--- src/rtl/rim_pkg.sv ---
package rim_pkg;

  localparam int unsigned NUM_RATES = 4;

  typedef enum logic [1:0] {
    RATE_8K    = 2'd0,
    RATE_1M544 = 2'd1,
    RATE_2M048 = 2'd2,
    RATE_19M44 = 2'd3
  } rate_e;

  function automatic int unsigned tol_of(int unsigned nom, int unsigned div);
    int unsigned t;
    t = nom / div;
    return (t == 0) ? 1 : t;
  endfunction

  function automatic int unsigned max4(int unsigned a, int unsigned b,
                                       int unsigned c, int unsigned d);
    int unsigned m;
    m = a;
    if (b > m) m = b;
    if (c > m) m = c;
    if (d > m) m = d;
    return m;
  endfunction

endpackage

--- src/rtl/rim_edge_sync.sv ---
module rim_edge_sync (
  input  logic clk_i,
  input  logic rst_ni,
  input  logic ref_i,
  output logic edge_o
);
  logic [1:0] sync_q;
  logic       prev_q;

  always_ff @(posedge clk_i or negedge rst_ni) begin
    if (!rst_ni) begin
      sync_q <= '0;
      prev_q <= 1'b0;
    end else begin
      sync_q <= {sync_q[0], ref_i};
      prev_q <= sync_q[1];
    end
  end

  assign edge_o = sync_q[1] & ~prev_q;

  // an edge is a single-cycle event
  p_edge_isolated_r2: assert property (@(posedge clk_i) disable iff (!rst_ni)
    edge_o |=> !edge_o);

endmodule

--- src/rtl/rim_rate_sel.sv ---
module rim_rate_sel import rim_pkg::*; #(
  parameter int unsigned CNT_W   = 16,
  parameter int unsigned LOS_W   = 16,
  parameter int unsigned TOL_DIV = 100,
  parameter int unsigned NOM_S0  = 8,
  parameter int unsigned NOM_S1  = 1544,
  parameter int unsigned NOM_S2  = 2048,
  parameter int unsigned NOM_S3  = 19440,
  parameter int unsigned LOS_S0  = 25000,
  parameter int unsigned LOS_S1  = 130,
  parameter int unsigned LOS_S2  = 98,
  parameter int unsigned LOS_S3  = 11
) (
  input  logic [1:0]       fsel_i,
  output logic [CNT_W-1:0] lo_o,
  output logic [CNT_W-1:0] hi_o,
  output logic [LOS_W-1:0] los_lim_o
);
  localparam int unsigned NOM_TBL [NUM_RATES] = '{NOM_S0, NOM_S1, NOM_S2, NOM_S3};
  localparam int unsigned LOS_TBL [NUM_RATES] = '{LOS_S0, LOS_S1, LOS_S2, LOS_S3};

  logic [CNT_W-1:0] lo_tbl  [NUM_RATES];
  logic [CNT_W-1:0] hi_tbl  [NUM_RATES];
  logic [LOS_W-1:0] lim_tbl [NUM_RATES];

  for (genvar g = 0; g < NUM_RATES; g++) begin : g_rate
    localparam int unsigned TOL = tol_of(NOM_TBL[g], TOL_DIV);
    assign lo_tbl[g]  = CNT_W'(NOM_TBL[g] - TOL);
    assign hi_tbl[g]  = CNT_W'(NOM_TBL[g] + TOL);
    assign lim_tbl[g] = LOS_W'(LOS_TBL[g]);
  end

  assign lo_o      = lo_tbl[fsel_i];
  assign hi_o      = hi_tbl[fsel_i];
  assign los_lim_o = lim_tbl[fsel_i];

endmodule

--- src/rtl/rim_win_count.sv ---
module rim_win_count #(
  parameter int unsigned CNT_W = 16
) (
  input  logic             clk_i,
  input  logic             rst_ni,
  input  logic             edge_i,
  input  logic             tick_i,
  input  logic [CNT_W-1:0] lo_i,
  input  logic [CNT_W-1:0] hi_i,
  output logic             eval_o,
  output logic             pass_o
);
  localparam logic [CNT_W-1:0] CNT_MAX = '1;

  logic [CNT_W-1:0] cnt_q;
  logic [CNT_W:0]   sum_w;
  logic [CNT_W-1:0] sum;

  assign sum_w = {1'b0, cnt_q} + (CNT_W+1)'(edge_i);
  assign sum   = sum_w[CNT_W] ? CNT_MAX : sum_w[CNT_W-1:0];

  always_ff @(posedge clk_i or negedge rst_ni) begin
    if (!rst_ni)     cnt_q <= '0;
    else if (tick_i) cnt_q <= '0;
    else             cnt_q <= sum;
  end

  assign eval_o = tick_i;
  assign pass_o = tick_i && (sum >= lo_i) && (sum <= hi_i);

  p_cnt_no_wrap_r9: assert property (@(posedge clk_i) disable iff (!rst_ni)
    (cnt_q == CNT_MAX && !tick_i) |=> cnt_q == CNT_MAX);

  p_cnt_restart_r3: assert property (@(posedge clk_i) disable iff (!rst_ni)
    tick_i |=> cnt_q == '0);

endmodule

--- src/rtl/rim_los_timer.sv ---
module rim_los_timer #(
  parameter int unsigned LOS_W = 16
) (
  input  logic             clk_i,
  input  logic             rst_ni,
  input  logic             edge_i,
  input  logic [LOS_W-1:0] limit_i,
  output logic             los_o
);
  logic [LOS_W-1:0] tmr_q;

  always_ff @(posedge clk_i or negedge rst_ni) begin
    if (!rst_ni)                tmr_q <= '0;
    else if (edge_i)            tmr_q <= '0;
    else if (tmr_q < limit_i)   tmr_q <= tmr_q + LOS_W'(1);
  end

  assign los_o = (tmr_q >= limit_i);

  p_edge_clears_los_r6: assert property (@(posedge clk_i) disable iff (!rst_ni)
    (edge_i && limit_i != '0 && $stable(limit_i)) |=> !los_o);

endmodule

--- src/rtl/rim_flag_fsm.sv ---
module rim_flag_fsm (
  input  logic clk_i,
  input  logic rst_ni,
  input  logic eval_i,
  input  logic pass_i,
  input  logic los_i,
  output logic impaired_o
);
  logic flag_q;
  logic prev_pass_q;  // preset after reset so the first pass clears

  always_ff @(posedge clk_i or negedge rst_ni) begin
    if (!rst_ni) begin
      flag_q      <= 1'b1;
      prev_pass_q <= 1'b1;
    end else if (los_i || (eval_i && !pass_i)) begin
      flag_q      <= 1'b1;
      prev_pass_q <= 1'b0;
    end else if (eval_i) begin
      if (prev_pass_q) flag_q <= 1'b0;
      prev_pass_q <= 1'b1;
    end
  end

  assign impaired_o = flag_q;

  p_los_sets_r6: assert property (@(posedge clk_i) disable iff (!rst_ni)
    los_i |=> impaired_o);

  p_fail_sets_r5: assert property (@(posedge clk_i) disable iff (!rst_ni)
    (eval_i && !pass_i) |=> impaired_o);

  p_clear_needs_pass_r7: assert property (@(posedge clk_i) disable iff (!rst_ni)
    $fell(impaired_o) |-> $past(eval_i && pass_i && !los_i));

endmodule

--- src/rtl/ref_impair_mon.sv ---
module ref_impair_mon import rim_pkg::*; #(
  parameter int unsigned CNT_W   = 16,
  parameter int unsigned TOL_DIV = 100,
  parameter int unsigned NOM_S0  = 8,
  parameter int unsigned NOM_S1  = 1544,
  parameter int unsigned NOM_S2  = 2048,
  parameter int unsigned NOM_S3  = 19440,
  parameter int unsigned LOS_S0  = 25000,
  parameter int unsigned LOS_S1  = 130,
  parameter int unsigned LOS_S2  = 98,
  parameter int unsigned LOS_S3  = 11
) (
  input  logic       clk_i,
  input  logic       rst_ni,
  input  logic       ref_i,
  input  logic [1:0] fsel_i,
  input  logic       win_tick_i,
  output logic       impaired_o
);
  localparam int unsigned LOS_MAX = max4(LOS_S0, LOS_S1, LOS_S2, LOS_S3);
  localparam int unsigned LOS_W   = $clog2(LOS_MAX + 1);

  logic             edge_w;
  logic [CNT_W-1:0] lo_w;
  logic [CNT_W-1:0] hi_w;
  logic [LOS_W-1:0] los_lim_w;
  logic             eval_w;
  logic             pass_w;
  logic             los_w;

  rim_edge_sync u_sync (
    .clk_i  (clk_i),
    .rst_ni (rst_ni),
    .ref_i  (ref_i),
    .edge_o (edge_w)
  );

  rim_rate_sel #(
    .CNT_W(CNT_W), .LOS_W(LOS_W), .TOL_DIV(TOL_DIV),
    .NOM_S0(NOM_S0), .NOM_S1(NOM_S1), .NOM_S2(NOM_S2), .NOM_S3(NOM_S3),
    .LOS_S0(LOS_S0), .LOS_S1(LOS_S1), .LOS_S2(LOS_S2), .LOS_S3(LOS_S3)
  ) u_rate (
    .fsel_i    (fsel_i),
    .lo_o      (lo_w),
    .hi_o      (hi_w),
    .los_lim_o (los_lim_w)
  );

  rim_win_count #(.CNT_W(CNT_W)) u_win (
    .clk_i  (clk_i),
    .rst_ni (rst_ni),
    .edge_i (edge_w),
    .tick_i (win_tick_i),
    .lo_i   (lo_w),
    .hi_i   (hi_w),
    .eval_o (eval_w),
    .pass_o (pass_w)
  );

  rim_los_timer #(.LOS_W(LOS_W)) u_los (
    .clk_i   (clk_i),
    .rst_ni  (rst_ni),
    .edge_i  (edge_w),
    .limit_i (los_lim_w),
    .los_o   (los_w)
  );

  rim_flag_fsm u_fsm (
    .clk_i      (clk_i),
    .rst_ni     (rst_ni),
    .eval_i     (eval_w),
    .pass_i     (pass_w),
    .los_i      (los_w),
    .impaired_o (impaired_o)
  );

  p_reset_flag_r1: assert property (@(posedge clk_i)
    !rst_ni |=> impaired_o);

endmodule

--- config.mk ---
export PLATFORM = sky130hd
export DESIGN_NAME = ref_impair_mon
export DESIGN_NICKNAME = d
export VERILOG_FILES = /design/src/rtl/rim_pkg.sv /design/src/rtl/rim_edge_sync.sv /design/src/rtl/rim_rate_sel.sv /design/src/rtl/rim_win_count.sv /design/src/rtl/rim_los_timer.sv /design/src/rtl/rim_flag_fsm.sv /design/src/rtl/ref_impair_mon.sv
export SDC_FILE = /design/constraint.sdc
export NUM_CORES = 1
export LEC_CHECK = 0
export BUFFER_PORTS_ARGS = -buffer_cell sky130_fd_sc_hd__buf_2
export CAP_MARGIN = 0
export CORE_MARGIN = 5
export CORE_UTILIZATION = 55
export DETAILED_ROUTE_END_ITERATION = 8
export GPL_TIMING_DRIVEN = 1
export HOLD_SLACK_MARGIN = 0.05
export PLACE_DENSITY = 0.8
export SLEW_MARGIN = 20
export SYNTH_ARGS = -nofsm -noshare
export SYNTH_HDL_FRONTEND = slang
export SYNTH_SLANG_ARGS = --single-unit
export TNS_END_PERCENT = 50
--- constraint.sdc ---
create_clock -name clk_i -period 5.3 [get_ports clk_i]
set_input_delay 0.795 -clock clk_i [delete_from_list [all_inputs] [get_ports clk_i]]
set_output_delay 0.795 -clock clk_i [all_outputs]
set_load 0.03 [all_outputs]
==> qor.csv <==
stage,metric,value,unit
outcome,status,completed,
cts,cts_resized,0,
worst_setup_path,path_class,flip-flop to flip-flop,
detailed_routing,drc_errors,0,
synthesis,syn_area_per_cell,9.468,um^2
worst_setup_path,worstPathMaxFanout,16,
die,io_pins,7,
worst_setup_path,ff2ff_path_depth,15,
synthesis,syn_inst,275,
timing,min_period,4.187,ns
die,row_count,25,
cts,htreeDepth,2,
detailed_routing,vias_per_cell,6.071,
placed_design,place_inst,330,
timing,setup_tns,0,ns
placed_design,dpl-instance-area,2664,um^2
worst_setup_path,r2r_setup_slack,1.11,ns
power_and_ir_drop,power_frac_clock,31.3,%
placed_design,dp_slack,1.255,ns
detailed_routing,vias,2052,
job,cap_violations,0,
synthesis,synthMostInstantiatedCell,ha_1,
finish,drive_gt1_share,9.859,%
global_route,antenna_found_initial,0,
global_route,grt-ovfl-total,0,
global_route,grt_pass1_vias,2130,
timing,finalCritPeriodShare,79.00,%
synthesis,ys_seq_area_share,34.69,%
power_and_ir_drop,p_seq_share,50.4,%
global_route,grt_pass1_wl,9411,um
cts,cts_hold_buffers,0,
cts,cts.sinks,36,
synthesis,synth_top_area_share,32.68,%
power_and_ir_drop,power_leakage,1.364,nW
worst_setup_path,worstReg2RegStart,u_sync.prev_q,
synthesis,synth_area_leaders,"dfrtp_1 (33%), ha_1 (18%), xor2_1 (5.4%)",
synthesis,netlist_area,2604,um^2
global_route,grtUsageTotal,18.79,%
placed_design,port_buffers,6,
finish,stdcell_area,2751,um^2
min_path,hold_path_class,flip-flop to flip-flop,
power_and_ir_drop,vdd_drop_max,0.2099,mV
timing,max_freq,238.8,MHz
worst_setup_path,endpoint_kind,flip-flop,
worst_setup_path,critical_path_arrival,4.42,ns
synthesis,synth_ff_type,dfrtp_1,
detailed_routing,drtIter0Drc,97,
worst_setup_path,cp_data_required_time,5.53,ns
timing,setup_ws,1.113,ns
cts,cts_buffer_depth,2,
placed_design,place_congestion,0.8671,
timing,hold_viol,0,
die,die_w,78.81,um
power_and_ir_drop,p_switching,185.0,uW
power_and_ir_drop,p_int,427.8,uW
cts,cts_tree,done,
synthesis,ys_seq_elements,36,
synthesis,synthArstFlopShare,100.0,%
finish,syn2layout_area_growth,5.670,%
detailed_routing,wirelength,5229,um
power_and_ir_drop,powerDensity,222.7,nW/um^2
synthesis,synth_top_area_cell,dfrtp_1,
synthesis,synth.distinct_cells,47,
detailed_routing,wire_per_inst,15.47,um
timing,rsz0062_at_grt,no,
min_path,worst_hold_path.endpoint,u_sync.sync_q[1],
cts,insertion_delay,0.29,ns
finish,nets,327,
cts,cts_buffers,5,
finish,antenna_cells,0,
worst_setup_path,start_kind,flip-flop,
worst_setup_path,rr_endpoint,u_fsm.prev_pass_q,
detailed_routing,antenna_left,0,
die,start_util,55.87,%
power_and_ir_drop,p_comb_share,18.3,%
synthesis,synth-edff-count,0,
timing,fin_skew,0.008377,ns
placed_design,dp_hpwl,4039,um
timing,slew_viol_final,0,
cts,postCtsSetupBuffers,0,
power_and_ir_drop,swShare,30.18,%
min_path,holdCritStartpoint,u_sync.sync_q[0],
synthesis,ys_top_cells_by_count,"ha_1 (38), nor2_1 (35), dfrtp_1 (34)",
die,die_y,78.81,um
min_path,min_path_cells,0,
cts,clkTransAtPathRegs,0.08,ns
die,die-area,6210,um^2
global_route,grt_max_degree,37,
detailed_routing,drt-pass1-iter-count,4,
synthesis,synth_fp_nets,319,
cts,clock_tree.root_cell,clkbuf_8,
timing,worst_pin_slew,0.7895,ns
finish,final_cells,338,
die,coreArea,4661,um^2
synthesis,yosys_warnings,0,
timing,setup_viol,0,
timing,max_slew_margin,47.37,%
-- registers in the layout, indices dropped and copies added (netlist names) --
name and count:
u_fsm.impaired_o 1, u_sync.sync_q 2, u_sync.prev_q 1, u_fsm.prev_pass_q 1
u_win.cnt_q 16, u_los.tmr_q 15
-- per-stage QoR --
| step | utilization, % | power [mW] | hold WS [ns] |
|---|---|---|---|
| 4_1_cts | 59.03 | 0.6176 | 0.3521 |
| 3_3_place_gp | 57.15 | 0.4185 | 0.3317 |
| 6_report | 59.03 | 0.6128 | 0.3527 |
| 5_1_grt | 59.03 | 0.6511 | 0.3765 |
| 3_5_place_dp | 57.15 | 0.4257 | 0.3347 |
| 2_1_floorplan | - | 0.3946 | 0.3312 |
-- how the worst max path moves through the flow --
| stage | startpoint | depth (start not counted) | slack (ns) | end |
|---|---|---|---|---|
| after floorplan | u_sync.sync_q[1] | 17 | 1.48 | u_fsm.prev_pass_q |
| after global placement | u_sync.prev_q | 15 | 1.37 | u_fsm.prev_pass_q |
| after detailed placement | u_sync.prev_q | 15 | 1.26 | u_fsm.prev_pass_q |
| after CTS | u_sync.prev_q | 15 | 1.14 | u_fsm.prev_pass_q |
| after global routing | u_sync.prev_q | 15 | 0.76 | u_fsm.prev_pass_q |
| final | u_sync.prev_q | 15 | 1.11 | u_fsm.prev_pass_q |
-- power by group through the flow --
stage,Combinational [mW],Sequential [mW],Clock (mW)
after global routing,0.129,0.310,0.212
after CTS,0.113,0.309,0.196
after floorplan,0.0869,0.308,0
final,0.112,0.309,0.192
after global placement,0.106,0.313,0
after detailed placement,0.112,0.314,0
-- routing by layer --
metal,GRT usage (%),vias up,routed length (um)
li1,-,1013,-
met1,24.64,981,2485
met2,31.07,50,2462
met3,3.515,8,194
met4,6.469,0,86
met5,0,-,0
-- placed cells by master (no fill, tap or decap), types with 2 or more instances in the layout --
cell type	netlist	routed
ha_1	38	38
nor2_1	35	35
dfrtp_1	34	34
nand2_1	19	19
xor2_1	16	16
nand4_1	15	15
inv_1	12	12
nor2b_1	10	10
o21ai_0	9	9
a21oi_1	8	8
nand3_1	7	7
buf_2	0	6
nor3_1	5	5
and3_1	5	5
a211oi_1	5	5
clkbuf_8	0	5
xnor2_1	4	4
mux2_2	4	4
nand2b_1	3	3
nor4_1	3	3
a31oi_1	3	3
o21a_1	3	3
o211ai_1	3	3
and4_1	2	2
mux2i_1	2	2
a21o_1	2	2
or3_1	2	2
clkinv_2	0	2
dfstp_2	2	2
-- worst max-delay path, cell delays in order (launching register included) --
cell and delay [ns]:
dfrtp_1 0.37, nor2b_1 0.10, buf_4 0.21, ha_1 0.23
ha_1 0.21, nand3_1 0.27, nor2_1 0.27, nand2_1 0.26
nand2_1 0.17, ha_1 0.25, a21oi_1 0.19, or4b_1 0.45
a311oi_1 0.34, o2111ai_1 0.19, a2111oi_2 0.40, mux2_2 0.22
-- cells by family (layout without fill, tap and decap cells) --
group                      Yosys count  count (layout)  share of synthesized area [%]
adders and majority gates           38              38                          18.26
AOI/OAI and AO/OA                   42              42                          11.44
muxes                                6               6                          2.499
and+or+nand+nor                    115             115                          22.92
xor gates and xnor gates            20              20                          6.727
DFF                                 36              36                          34.69
buffers and inverters               18              27                          3.460
-- area by class of cell --
class	instances	area, um^2
Fill cell	391	1909
Multi-Input combinational cell	221	1610
Sequential cell	36	903.4
Clock buffer	5	68.82
Tap cell	54	67.56
Inverter	12	45.04
Timing Repair Buffer	7	37.54
Clock inverter	3	18.77
Note: power is estimated with default switching activity, not from simulation.
